<file path="src/rtl/irq_arb_pkg.sv">
package irq_arb_pkg;
  localparam int STAT_W    = 16;
  localparam int READY_POS = 15;
  localparam int EN_POS    = 14;
  localparam int PRIO_W    = 3;
  localparam int VEC_W     = 8;

  typedef struct packed {
    logic capture;  // register the arbitration result
    logic write;    // software write to an existing status word
  } ctlStrobes_t;
endpackage

</file>
<file path="src/rtl/irq_arb_ctl.sv">
module irq_arb_ctl
  import irq_arb_pkg::*;
#(
  parameter int NUM_DEV = 4,
  parameter int ADDR_W  = 3
) (
  input  logic              regWrEn,
  input  logic [ADDR_W-1:0] regAddr,
  input  logic              sampleStb,
  output ctlStrobes_t       ctl
);
  logic addrInRange;

  always_comb begin
    addrInRange = (int'(regAddr) < NUM_DEV);
    ctl.write   = regWrEn && addrInRange;
    ctl.capture = sampleStb;
  end
endmodule

</file>
<file path="src/rtl/irq_arb_dp.sv">
module irq_arb_dp
  import irq_arb_pkg::*;
#(
  parameter int NUM_DEV = 4,
  parameter int ADDR_W  = 3
) (
  input  logic                      clk,
  input  logic                      rstN,
  input  ctlStrobes_t               ctl,
  input  logic [ADDR_W-1:0]         regAddr,
  input  logic [STAT_W-1:0]         regWrData,
  output logic [STAT_W-1:0]         regRdData,
  input  logic [NUM_DEV-1:0]        devReadyPulse,
  input  logic [NUM_DEV*PRIO_W-1:0] devPrio,
  input  logic [NUM_DEV*VEC_W-1:0]  devVec,
  input  logic [PRIO_W-1:0]         cpuPrio,
  output logic [NUM_DEV-1:0]        pendMask,
  output logic                      irqOut,
  output logic [VEC_W-1:0]          irqVec,
  output logic [PRIO_W-1:0]         irqPrio
);
  logic [NUM_DEV-1:0] readyQ;
  logic [NUM_DEV-1:0] enableQ;

  // Per-device status flags
  for (genvar d = 0; d < NUM_DEV; d++) begin : g_stat
    always_ff @(posedge clk) begin
      if (!rstN) begin
        readyQ[d]  <= 1'b0;
        enableQ[d] <= 1'b0;
      end else begin
        if (ctl.write && (regAddr == ADDR_W'(d))) begin
          readyQ[d]  <= regWrData[READY_POS];
          enableQ[d] <= regWrData[EN_POS];
        end
        if (devReadyPulse[d]) readyQ[d] <= 1'b1;
      end
    end
  end

  assign pendMask = readyQ & enableQ;

  // Read mux
  always_comb begin
    regRdData = '0;
    for (int d = 0; d < NUM_DEV; d++) begin
      if (regAddr == ADDR_W'(d)) begin
        regRdData[READY_POS] = readyQ[d];
        regRdData[EN_POS]    = enableQ[d];
      end
    end
  end

  // Priority encoder: highest level wins, lowest index on ties
  logic              winValid;
  logic [PRIO_W-1:0] winPrio;
  logic [VEC_W-1:0]  winVec;
  logic              takeIrq;

  always_comb begin
    winValid = 1'b0;
    winPrio  = '0;
    winVec   = '0;
    for (int d = 0; d < NUM_DEV; d++) begin
      if (pendMask[d] && (!winValid || (devPrio[d*PRIO_W +: PRIO_W] > winPrio))) begin
        winValid = 1'b1;
        winPrio  = devPrio[d*PRIO_W +: PRIO_W];
        winVec   = devVec[d*VEC_W +: VEC_W];
      end
    end
    takeIrq = winValid && (winPrio > cpuPrio);
  end

  always_ff @(posedge clk) begin
    if (!rstN) begin
      irqOut  <= 1'b0;
      irqVec  <= '0;
      irqPrio <= '0;
    end else if (ctl.capture) begin
      irqOut  <= takeIrq;
      irqVec  <= takeIrq ? winVec  : '0;
      irqPrio <= takeIrq ? winPrio : '0;
    end
  end
endmodule

</file>
<file path="src/rtl/irq_arb.sv">
module irq_arb
  import irq_arb_pkg::*;
#(
  parameter int NUM_DEV = 4,
  parameter int ADDR_W  = 3
) (
  input  logic                      clk,
  input  logic                      rstN,
  input  logic                      regWrEn,
  input  logic [ADDR_W-1:0]         regAddr,
  input  logic [STAT_W-1:0]         regWrData,
  output logic [STAT_W-1:0]         regRdData,
  input  logic [NUM_DEV-1:0]        devReadyPulse,
  input  logic [NUM_DEV*PRIO_W-1:0] devPrio,
  input  logic [NUM_DEV*VEC_W-1:0]  devVec,
  input  logic [PRIO_W-1:0]         cpuPrio,
  input  logic                      sampleStb,
  output logic                      irqOut,
  output logic [VEC_W-1:0]          irqVec,
  output logic [PRIO_W-1:0]         irqPrio
);
  ctlStrobes_t        ctl;
  logic [NUM_DEV-1:0] pendMask;

  irq_arb_ctl #(.NUM_DEV(NUM_DEV), .ADDR_W(ADDR_W)) ctl_i (
    .regWrEn  (regWrEn),
    .regAddr  (regAddr),
    .sampleStb(sampleStb),
    .ctl      (ctl)
  );

  irq_arb_dp #(.NUM_DEV(NUM_DEV), .ADDR_W(ADDR_W)) dp_i (
    .clk          (clk),
    .rstN         (rstN),
    .ctl          (ctl),
    .regAddr      (regAddr),
    .regWrData    (regWrData),
    .regRdData    (regRdData),
    .devReadyPulse(devReadyPulse),
    .devPrio      (devPrio),
    .devVec       (devVec),
    .cpuPrio      (cpuPrio),
    .pendMask     (pendMask),
    .irqOut       (irqOut),
    .irqVec       (irqVec),
    .irqPrio      (irqPrio)
  );
endmodule

</file>
<file path="config.mk">
export PLATFORM = sky130hd
export DESIGN_NAME = irq_arb
export DESIGN_NICKNAME = d
export VERILOG_FILES = /design/src/rtl/irq_arb_pkg.sv /design/src/rtl/irq_arb_ctl.sv /design/src/rtl/irq_arb_dp.sv /design/src/rtl/irq_arb.sv
export SDC_FILE = /design/constraint.sdc
export NUM_CORES = 1
export LEC_CHECK = 0
export ABC_AREA = 1
export ABC_CLOCK_PERIOD_IN_PS = 11800
export BUFFER_PORTS_ARGS = -buffer_cell sky130_fd_sc_hd__buf_2
export CAP_MARGIN = 15
export CORE_ASPECT_RATIO = 1.25
export CORE_MARGIN = 3
export CORE_UTILIZATION = 48
export DETAILED_ROUTE_END_ITERATION = 16
export PLACE_DENSITY = 0.86
export SYNTH_ARGS = -nofsm -noshare
export SYNTH_HDL_FRONTEND = slang
export SYNTH_HIERARCHICAL = 1
export SYNTH_SLANG_ARGS = --single-unit
</file>
<file path="constraint.sdc">
create_clock -name clk -period 11.8 [get_ports clk]
set_input_delay 1.77 -clock clk [delete_from_list [all_inputs] [get_ports clk]]
set_output_delay 1.77 -clock clk [all_outputs]
set_load 0.005 [all_outputs]
</file>
==> results.yml <==
hold_path:
  hold_path_depth: 2
  min_path_type: "flip-flop to flip-flop"
floorplan:
  die_height_um: 75.0
  start_util: 0.512
  rows: 24
  core_region_area_sq_um: 3570
  dieArea_sq_um: 4590
  die-width_um: 61.2
  io_pins: 102
placement:
  place_hpwl_um: 3740
  place_congestion: 0.834
  io_buffers: 73
  dp_cells: 397
yosys:
  postSynthAreaPerCell_sq_um: 6.16
  syn_inst: 297
  synth_warnings: 6
  synth_async_sr_flop_share: 0
  synth-seq-area-share: 0.219
  syn_area_sq_um: 1830
  ys_types: 27
  synth_ff_type: "dfxtp_1"
  netlist.top_cell.by_area: "dfxtp_1"
  synth.top_cells.by_area: "dfxtp_1, nand2_1, nand3_1, ha_1, inv_1"
  synth_top_area_frac: 0.219
  synth_edf_count: 0
  ys_seq_elements: 20
worst_setup_path:
  startpoint_type: "primary input"
  worst-r2r-cell-count: 36
  worstPathArrival_ns: 6.70
  cp_slowest_cell: "or2_2"
  path_common_cell: "nand2_1"
  crit_path_max_fanout: 21
  max_stage_delay_ns: 0.35
  setup.worst_path.end_class: "flip-flop"
  worstSetupPathType: "primary input to flip-flop"
  worstPathRequired_ns: 11.98
cts:
  cts_hold_buffers: 0
  cts_buffer_depth: 2
  cts_root_buf: "clkbuf_8"
  cts_setup_buffers: 0
  clkSlewWorstSetupHoldPaths_ns: 0.06
  cts.sinks: 20
  cts_resized: 0
  cts_tree: "built"
  insertion_delay_ns: 0.25
  cts_htree_levels: 1
  cts_buffers: 3
layout:
  syn_to_final_growth_pct: 17.5
  layout_common_cells: "nand2_1, buf_2, inv_1"
  mostFrequentLayoutCell: "nand2_1"
  register_area_sq_um: 400
  nets: 449
  fill_cells: 383
  drive_gt1_frac: 0.258
  n_antenna_cell: 0
  instances_no_fill: 400
  multi_input_area_sq_um: 1130
grt:
  grt_max_degree: 22
  grt_pass1_wl_um: 6840
  grt-ovfl-total: 0
  antenna_found_initial: 0
  grt_usage: 0.191
  grt_pass1_vias: 1734
sta:
  setup_viol: 0
  final-hold-violation-count: 0
  slew_viol_final: 0
  clock.fmax_mhz: 153
  finalCritPeriodShare: 0.553
  min_period_ns: 6.52
  finClkSkew_ns: 0.00150
  rsz0062_at_grt: "no"
  setup_tns_ns: 0
power:
  power_leakage_nw: 1.29
  ir_drop_mv: 0.0719
  power_density_nw_per_um2: 64.5
  total_power_mw: 0.139
route:
  wl_per_cell_um: 10.9
  drt-total-wl_um: 4360
  dr.pass1.iters: 4
  drt_iter0_drc: 100
  remaining_drc_errors: 0
  vias: 1947
  via_per_inst: 4.87
  ant_nets: 0
run_status:
  outcome: "finished, final reports clean"
flow_run:
  cap_violations: 0
==> cell families after synthesis <==
kind of cell | synth area share
AO/OA/AOI/OAI | 0.155
AND/OR/NAND/NOR | 0.351
other | 0.00205
flip-flops | 0.219
adder cells (fa/ha/maj) | 0.0821
buffers and inverters | 0.191
==> path summary, 6_finish.rpt <==
| kind | from | end | slack, ns |
|---|---|---|---|
| worst max-delay path | devPrio[2] | dp_i/irqVec[2]$_SDFFE_PN0P_ | 5.28 |
| worst min-delay path | dp_i/irqVec[1]$_SDFFE_PN0P_ | dp_i/irqVec[1]$_SDFFE_PN0P_ | 0.46 |
| worst max register to register | dp_i/enableQ[0]$_SDFFE_PN0P_ | dp_i/irqVec[2]$_SDFFE_PN0P_ | 6.17 |
| worst min register to register | dp_i/irqVec[1]$_SDFFE_PN0P_ | dp_i/irqVec[1]$_SDFFE_PN0P_ | 0.46 |
==> final cells by class <==
type / instances / share of cell area
Tap cell: 39 / 0.0227
Multi-Input combinational cell: 221 / 0.525
Timing Repair Buffer: 73 / 0.170
Inverter: 44 / 0.0768
Clock buffer: 3 / 0.0192
Sequential cell: 20 / 0.186
==> sequential cells by signal, summed over array words and instances (netlist names) <==
register	cells
dp_i/irqVec	8
dp_i/irqOut	1
dp_i/enableQ	4
dp_i/readyQ	4
dp_i/irqPrio	3
==> power breakdown <==
| part | total [mW] | internal [mW] | switching, mW |
|---|---|---|---|
| clock network | 0.0415 | 0.0227 | 0.0188 |
| registers | 0.0698 | 0.0688 | 0.00100 |
| logic | 0.0274 | 0.0125 | 0.0148 |
| total | 0.139 | 0.104 | 0.0346 |
==> synthesized netlist by cell type (5+ instances only) <==
| master | instances |
|---|---|
| nand3_1 | 32 |
| nand2_2 | 6 |
| nor2_1 | 7 |
| buf_4 | 17 |
| o211ai_1 | 8 |
| a21oi_1 | 22 |
| o21ai_0 | 13 |
| inv_2 | 6 |
| inv_1 | 38 |
| and2_1 | 5 |
| nand2_1 | 86 |
| ha_1 | 12 |
| dfxtp_1 | 20 |
==> through the flow <==
stage | hold slack (ns) | utilization | setup WS, ns | instance area [sq um]
2_1_floorplan | 0.444 | - | 5.94 | 1880
3_3_place_gp | 0.450 | 0.590 | 5.13 | 2110
3_5_place_dp | 0.456 | 0.590 | 5.02 | 2110
4_1_cts | 0.467 | 0.602 | 5.27 | 2150
5_1_grt | 0.492 | 0.602 | 4.69 | 2150
6_report | 0.464 | 0.602 | 5.28 | 2150
==> routing by layer <==
layer  track usage  vias up  wire length (um)
met5             0        -                 0
met3        0.0257        4               269
met4        0.0699        0                44
met2         0.348       57              2250
li1              -     1051                 -
met1         0.221      835              1800
==> worst max-delay path, delay by kind of cell <==
| family | cells | cell delay [ns] |
|---|---|---|
| adder cells (fa/ha/maj) | 4 | 1.18 |
| AO/OA/AOI/OAI | 8 | 0.92 |
| AND/OR/NAND/NOR | 20 | 2.44 |
| buffers and inverters | 3 | 0.40 |
No activity file was read; power rests on OpenSTA's default activity.
